--- src/rtl/bce_pkg.sv ---
// Shared constants and types for the branch condition evaluator.
// Assumes a 32-bit first instruction dword with fixed field positions.
package bce_pkg;
    localparam int INSTR_W  = 32;
    localparam int BYTE_W   = 8;
    localparam int PHASE_W  = 3;

    localparam int TYPE_HI  = 31;
    localparam int TYPE_LO  = 30;
    localparam int OPC_HI   = 29;
    localparam int OPC_LO   = 27;
    localparam int PH_HI    = 26;
    localparam int PH_LO    = PH_HI - PHASE_W + 1;
    localparam int CARRY_B  = 21;
    localparam int POL_B    = 19;
    localparam int DCMP_B   = 18;
    localparam int PCMP_B   = 17;
    localparam int WAIT_B   = 16;
    localparam int VAL_LO   = 0;
    localparam int VAL_HI   = VAL_LO + BYTE_W - 1;
    localparam int MASK_LO  = VAL_HI + 1;
    localparam int MASK_HI  = MASK_LO + BYTE_W - 1;

    localparam logic [1:0] XFER_TYPE = 2'b10;

    typedef enum logic [2:0] {
        OP_JUMP   = 3'd0,
        OP_CALL   = 3'd1,
        OP_RETURN = 3'd2,
        OP_INTR   = 3'd3,
        OP_RSVD   = 3'd4
    } op_kind_e;

    typedef struct packed {
        op_kind_e               op;
        logic                   bad;
        logic                   carry_test;
        logic                   polarity;
        logic                   data_en;
        logic                   phase_en;
        logic                   wait_en;
        logic [PHASE_W-1:0]     phase_exp;
        logic [BYTE_W-1:0]      mask;
        logic [BYTE_W-1:0]      value;
    } ctl_fields_t;
endpackage

--- src/rtl/bce_field_decode.sv ---
// Splits the first instruction dword into control fields and flags
// illegal encodings. Purely combinational; assumes bce_pkg layout.
module bce_field_decode
    import bce_pkg::*;
(
    input  logic [INSTR_W-1:0] instr,
    output ctl_fields_t        fields
);
    logic [2:0] opc;
    logic       rsvd_op;
    logic       wrong_type;
    logic       mix_bad;
    logic [2:0] unused_bits;

    assign unused_bits = {instr[23], instr[22], instr[20]};

    // Map the opcode field onto the operation kind.
    always_comb begin
        opc     = instr[OPC_HI:OPC_LO];
        rsvd_op = opc[2];
        case (opc)
            3'b000:  fields.op = OP_JUMP;
            3'b001:  fields.op = OP_CALL;
            3'b010:  fields.op = OP_RETURN;
            3'b011:  fields.op = OP_INTR;
            default: fields.op = OP_RSVD;
        endcase
    end

    // Extract the condition fields and classify illegal combinations.
    always_comb begin
        wrong_type        = (instr[TYPE_HI:TYPE_LO] != XFER_TYPE);
        mix_bad           = instr[CARRY_B] & (instr[DCMP_B] | instr[PCMP_B]);
        fields.bad        = wrong_type | rsvd_op | mix_bad;
        fields.carry_test = instr[CARRY_B];
        fields.polarity   = instr[POL_B];
        fields.data_en    = instr[DCMP_B];
        fields.phase_en   = instr[PCMP_B];
        fields.wait_en    = instr[WAIT_B];
        fields.phase_exp  = instr[PH_HI:PH_LO];
        fields.mask       = instr[MASK_HI:MASK_LO];
        fields.value      = instr[VAL_HI:VAL_LO];
    end
endmodule

--- src/rtl/bce_cond_compare.sv ---
// Forms the branch condition from masked byte compare, phase or
// attention compare, and carry test under one polarity bit.
// Combinational; legality is handled by the caller.
module bce_cond_compare #(
    parameter int BYTE_W  = 8,
    parameter int PHASE_W = 3
) (
    input  logic               carry_test,
    input  logic               polarity,
    input  logic               data_en,
    input  logic               phase_en,
    input  logic [PHASE_W-1:0] phase_exp,
    input  logic [BYTE_W-1:0]  mask,
    input  logic [BYTE_W-1:0]  value,
    input  logic               target_mode,
    input  logic [PHASE_W-1:0] bus_phase,
    input  logic               atn,
    input  logic [BYTE_W-1:0]  first_byte,
    input  logic               carry,
    output logic               cond
);
    logic [BYTE_W-1:0] bit_ok;
    logic              data_hit;
    logic              phase_hit;

    // Per-bit compare; a set mask bit makes the position a don't-care.
    for (genvar i = 0; i < BYTE_W; i++) begin : g_bit
        assign bit_ok[i] = mask[i] | ~(first_byte[i] ^ value[i]);
    end

    assign data_hit = &bit_ok;

    // Initiator compares latched phase; target tests attention.
    assign phase_hit = target_mode ? atn : (bus_phase == phase_exp);

    // Combine enabled compares under the polarity bit.
    always_comb begin
        if (carry_test)
            cond = polarity ? carry : ~carry;
        else if (data_en && phase_en)
            cond = polarity ? (data_hit & phase_hit) : (~data_hit & ~phase_hit);
        else if (data_en)
            cond = polarity ? data_hit : ~data_hit;
        else if (phase_en)
            cond = polarity ? phase_hit : ~phase_hit;
        else
            cond = polarity;
    end
endmodule

--- src/rtl/bce_seq.sv ---
// Sequencing for the evaluator: accepts a start, optionally holds the
// instruction until a fresh phase arrives, and registers the results.
// Assumes the decode and compare logic run on instr_act combinationally.
module bce_seq
    import bce_pkg::*;
(
    input  logic               clk,
    input  logic               rst_n,
    input  logic               start,
    input  logic [INSTR_W-1:0] instr_in,
    input  logic               phase_fresh,
    input  logic               need_wait,
    input  op_kind_e           op_in,
    input  logic               bad_in,
    input  logic               cond_in,
    output logic [INSTR_W-1:0] instr_act,
    output logic               busy,
    output logic               done,
    output op_kind_e           op_q,
    output logic               cond_q,
    output logic               illegal_q
);
    logic [INSTR_W-1:0] held;
    logic               accept;
    logic               park;
    logic               fire;

    // While waiting, evaluate the held copy instead of the live input.
    assign instr_act = busy ? held : instr_in;

    // Decide whether this cycle parks the instruction or completes it.
    always_comb begin
        accept = start & ~busy;
        park   = accept & need_wait & ~phase_fresh;
        fire   = (accept & ~park) | (busy & phase_fresh);
    end

    // Wait state, held instruction and registered results.
    always_ff @(posedge clk) begin
        if (!rst_n) begin
            busy      <= 1'b0;
            held      <= '0;
            done      <= 1'b0;
            op_q      <= OP_JUMP;
            cond_q    <= 1'b0;
            illegal_q <= 1'b0;
        end else begin
            done <= fire;
            if (park) begin
                busy <= 1'b1;
                held <= instr_in;
            end else if (busy && phase_fresh) begin
                busy <= 1'b0;
            end
            if (fire) begin
                op_q      <= op_in;
                illegal_q <= bad_in;
                cond_q    <= cond_in & ~bad_in;
            end
        end
    end

    a_r11_stall_holds: assert property (@(posedge clk) disable iff (!rst_n)
        busy && !phase_fresh |=> busy && !done);

    a_r11_fresh_releases: assert property (@(posedge clk) disable iff (!rst_n)
        busy && phase_fresh |=> !busy && done);

    a_r12_done_idle: assert property (@(posedge clk) disable iff (!rst_n)
        done |-> !busy);

    a_r13_start_ignored: assert property (@(posedge clk) disable iff (!rst_n)
        busy && start && !phase_fresh |=> busy && $stable(held));
endmodule

--- src/rtl/branch_cond_eval.sv ---
// Top of the branch condition evaluator for transfer-control
// instructions. Wires decode, compare and sequencing together.
// Assumes inputs are synchronous to clk; reset is synchronous, active low.
module branch_cond_eval
    import bce_pkg::*;
(
    input  logic                clk,
    input  logic                rst_n,
    input  logic                start_i,
    input  logic [INSTR_W-1:0]  instr_i,
    input  logic                target_mode_i,
    input  logic [PHASE_W-1:0]  bus_phase_i,
    input  logic                phase_fresh_i,
    input  logic                atn_i,
    input  logic [BYTE_W-1:0]   first_byte_i,
    input  logic                carry_i,
    output logic [2:0]          op_o,
    output logic                cond_met_o,
    output logic                illegal_o,
    output logic                busy_o,
    output logic                done_o
);
    logic [INSTR_W-1:0] instr_act;
    ctl_fields_t        fld;
    logic               cond_raw;
    logic               need_wait;
    op_kind_e           op_q;

    bce_field_decode u_decode (
        .instr  (instr_act),
        .fields (fld)
    );

    bce_cond_compare #(
        .BYTE_W  (BYTE_W),
        .PHASE_W (PHASE_W)
    ) u_compare (
        .carry_test  (fld.carry_test),
        .polarity    (fld.polarity),
        .data_en     (fld.data_en),
        .phase_en    (fld.phase_en),
        .phase_exp   (fld.phase_exp),
        .mask        (fld.mask),
        .value       (fld.value),
        .target_mode (target_mode_i),
        .bus_phase   (bus_phase_i),
        .atn         (atn_i),
        .first_byte  (first_byte_i),
        .carry       (carry_i),
        .cond        (cond_raw)
    );

    // Stall only legal compare instructions that ask for a fresh phase.
    assign need_wait = fld.wait_en & ~fld.carry_test & ~fld.bad;

    bce_seq u_seq (
        .clk         (clk),
        .rst_n       (rst_n),
        .start       (start_i),
        .instr_in    (instr_i),
        .phase_fresh (phase_fresh_i),
        .need_wait   (need_wait),
        .op_in       (fld.op),
        .bad_in      (fld.bad),
        .cond_in     (cond_raw),
        .instr_act   (instr_act),
        .busy        (busy_o),
        .done        (done_o),
        .op_q        (op_q),
        .cond_q      (cond_met_o),
        .illegal_q   (illegal_o)
    );

    assign op_o = op_q;

    a_r4_illegal_no_branch: assert property (@(posedge clk) disable iff (!rst_n)
        illegal_o |-> !cond_met_o);

    a_r2_reserved_flagged: assert property (@(posedge clk) disable iff (!rst_n)
        done_o && (op_o == OP_RSVD) |-> illegal_o);
endmodule

--- config.mk ---
export PLATFORM = sky130hd
export DESIGN_NAME = branch_cond_eval
export DESIGN_NICKNAME = d
export VERILOG_FILES = /design/src/rtl/bce_pkg.sv /design/src/rtl/bce_field_decode.sv /design/src/rtl/bce_cond_compare.sv /design/src/rtl/bce_seq.sv /design/src/rtl/branch_cond_eval.sv
export SDC_FILE = /design/constraint.sdc
export NUM_CORES = 1
export LEC_CHECK = 0
export BUFFER_PORTS_ARGS = -buffer_cell sky130_fd_sc_hd__buf_2
export CAP_MARGIN = 20
export CORE_MARGIN = 1.5
export CORE_UTILIZATION = 38
export CTS_CLUSTER_SIZE = 16
export DETAILED_ROUTE_END_ITERATION = 16
export GPL_TIMING_DRIVEN = 0
export MAX_ROUTING_LAYER = met4
export PLACE_DENSITY = 0.65
export SYNTH_ARGS = -nofsm -noshare
export SYNTH_HDL_FRONTEND = slang
export SYNTH_SLANG_ARGS = --single-unit
export TNS_END_PERCENT = 100
--- constraint.sdc ---
create_clock -name clk -period 3.64 [get_ports clk]
set_clock_uncertainty 0.05 [all_clocks]
set_input_delay 1.092 -clock clk [delete_from_list [all_inputs] [get_ports clk]]
set_output_delay 1.092 -clock clk [all_outputs]
set_load 0.02 [all_outputs]
==> metrics list <==
- STA classifies the critical path endpoint as a flip-flop.
* Register area share after synthesis: 40.0%
- At the later pin of the worst-skew pair, clock insertion delay measures a little under 0.3 ns.
- Number of clock sinks: 35
- TritonCTS built the clock tree.
* Max Cap Violations: 0
* GRT Total Usage: about 18%
- Post-detailed-route wirelength per cell: between 10 and 15 µm
* Library cell with the largest summed area after synthesis: dfxtp_1
- Count of input and output buffers: 53
* DRC Markers: 0
* Signal arrival time at the worst endpoint: ~3.0 ns
* Placed Cells incl. Taps: between 300 and 400
- CTS HTree Levels: 2
* Core Region: roughly 0.0044 mm²
- Maximum net fanout on the critical path: 2
* First-pass GRT wire length: 6.76 mm
- During synthesis, Yosys emitted a total of 0 warnings.
* Detailed Route Iter0 Violations: between 60 and 70
- Timing would allow up to between 300 and 400 MHz.
- Number of failing hold endpoints at the final stage: 0
* Maximum number of pins on one net before global-route repair: 11
- Effective utilization at floorplan: about two fifths
- Vertical extent of the die: 70.9 µm
- TritonCTS created 5 clock buffers.
- The finished layout holds 324 standard cells, fillers aside.
- The detail route stage leaves a number of antenna-violating nets equal to 0.
* Slew at the pin closest to its max-slew limit: 0.733 ns
- Syn nets: 261
* Power per standard cell area: roughly 370 mW/mm²
- In this run the deepest clock path goes through 2 buffers.
* Cell Area, Placed: roughly 0.0021 mm²
* Setup slack of the most critical reg-to-reg path: ~1.5 ns
* Cts hold-fix bufs: 0
- Post-CTS repair changed the size of 0 cells.
* Place WS: ~0.53 ns
* Count of antenna diodes in the layout: 0
- Placed wire-length estimate after detailed placement: ~3.1 mm
* Fraction of synthesized cell area taken by the top area cell type: 40.0%
- Setup violations remaining at the end of the flow were counted as 0.
* Synth area leaders: dfxtp_1 (40%), nand2_1 (12%), a21boi_1 (11%), xnor2_1 (10%), mux2i_1 (4.0%)
- In this run the static leakage power is ~0.82 nW.
- IR analysis of the VDD net gives a maximum drop of 0.238 mV.
* Most common cell after layout, fill and taps aside: nand2_1
- The floorplan step defined a die boundary enclosing ~0.005 mm².
- In this run the tightest slew margin relative to its limit is between 50% and 60%.
- The most critical setup path has its startpoint at instr_i[0].
* Hold WC Path Type: flip-flop to flip-flop
- Total Neg Setup Slack: 0 ns
* Last weighted congestion value of the routability-driven placer: 0.783
- Via density: just under 5
* CP Data Required Time: 3.78 ns
- Non-Filler Cell Area, Final: 0.00218 mm²
- Width of the chip: 70.9 µm
- First-pass iteration count of the detailed router: 4
- Relative to the synthesized area, the layout overhead comes to 24.6%.
* Number of nets at the end of the flow: 321
- The number of pins exceeding their max-slew limit in the final report came to 0.
* Antenna violations before repair: 0
- In this run the count of I/O pins placed on the die edge is 57.
* Reg2reg start: u_seq.busy
- Cell Area, Synth: ~0.0018 mm²
* Post-synthesis instance total: about 210
* Sum of overflow across all layers after global routing: 0
- The via count of the first global-routing pass came to approximately 1500.
* Fraction of layout cells with a size suffix above 1: 23.2%
- Setup slack on the critical path of the routed design comes to 0.830 ns.
- Overall via count from detail_route: around 1600
- After synthesis, the netlist uses 33 different library cells.
- For the worst flop-to-flop path, the logic depth is 7.
* CP Class: input pin to flip-flop
* Period utilization: between 70% and 80%
- Site row count: 24
- Synthesis inferred 35 register bits.
- CTS clk-pin slew, worst paths: about 0.070 ns
- A synthesized cell averages about 8.3 µm².
- Total power for the finished layout comes to between 0.0008 and 0.0009 W.
- The routed design could run at a clock period as short as roughly 2.8 ns.
* Final Routed Wirelength: ~4 mm
- Startpoint type of the worst setup path: input pin
- The run finished with clean final reports.
* Number of cells on the worst hold path: 2
- Top library cells by usage in the layout, fill and taps aside: nand2_1 (55), buf_2 (54), dfxtp_1 (35), a21boi_1 (25), xnor2_1 (21)
- Setup repair after global routing left no endpoint under its margin.
- Root Buffer Master: clkbuf_8
- Reg-to-reg endpoint: u_seq.held[28]
- The critical path ends at u_seq.cond_q.
- In this run the post-CTS setup repair buffer count came out at 0.
## cell usage after synthesis
cell      count
nor2_4        1
a31oi_1       3
o21ai_1       4
mux2_1        2
nand2b_1      2
and2_1        3
mux2i_1       7
o22ai_1       6
a21boi_1     25
o21ai_0       2
a21oi_1       3
o21a_1        1
nand4_1       1
a22oi_1       1
or4_1         1
nand3_1       3
xnor2_1      21
nand2_1      55
dfxtp_1      35
o22a_1        1
and3_1        3
clkbuf_1      9
nor3_1        1
nor2b_1       4
inv_1         1
nor3b_1       2
a211o_1       1
o32ai_1       1
buf_1         1
buf_2         1
or3_1         3
nor2_1        6
o41ai_2       1
## worst min-delay path by stage
stage                   startpoint        endpoint  slack, ns
global route        u_seq.held[11]  u_seq.held[11]       0.42
detailed placement  u_seq.held[26]  u_seq.held[26]       0.40
global placement    u_seq.held[25]  u_seq.held[25]       0.39
finish              u_seq.held[11]  u_seq.held[11]       0.40
CTS                 u_seq.held[11]  u_seq.held[11]       0.41
floorplan           u_seq.held[11]  u_seq.held[11]       0.38
## cell families (layout without fill, tap and decap cells)
family	after synthesis	after routing	synth area share, %
XOR/XNOR	21	21	10.5
flip-flops	35	35	40.0
buffers and inverters	12	73	2.64
multiplexers	9	9	5.28
AO/OA/AOI/OAI	49	49	19.8
AND/OR/NAND/NOR	85	85	21.8
## where the power goes
group	internal (W)	switching (W)	leakage [nW]
Sequential	0.000387	0.00000196	0.283
Clock	0.000173	0.000140	0.0515
Combinational	0.0000530	0.0000503	0.488
Total	0.000613	0.000192	0.823
## cell type report
cell class                      count  area, µm²
Inverter                            1       3.75
Fill cell                         462       2200
Timing Repair Buffer               53        265
Sequential cell                    35        701
Multi-Input combinational cell    164       1010
Tap cell                           52       65.1
Buffer                             11       42.5
Clock buffer                        8        100
## registers in the layout (all words and copies together) (netlist names)
| name | count |
|---|---|
| u_seq.held | 28 |
| u_seq.illegal_q | 1 |
| u_seq.cond_q | 1 |
| u_seq.op_q | 3 |
| u_seq.done | 1 |
| u_seq.busy | 1 |
## layer usage
layer  vias up  wire length [µm]  track usage, %
met2        40              1780            28.1
met5         -                 0               -
met4         0                53            5.66
met3         7               237            5.98
li1        838                 -               -
met1       694              1940            21.3
## metrics by stage
stage / hold WS (ns) / utilization [%]
global placement: 0.393 / 47.5
global route: 0.421 / 49.8
floorplan: 0.382 / -
finish: 0.404 / 49.8
detailed placement: 0.396 / 47.5
CTS: 0.406 / 49.8
## critical path: stages
cell and delay (ns):
buf_2 0.11, xnor2_1 0.17, o22ai_1 0.11, or4_1 0.49
or3_1 0.37, a211o_1 0.32, a31oi_1 0.20, o21ai_1 0.08
No activity file was read; power rests on OpenSTA's default activity.
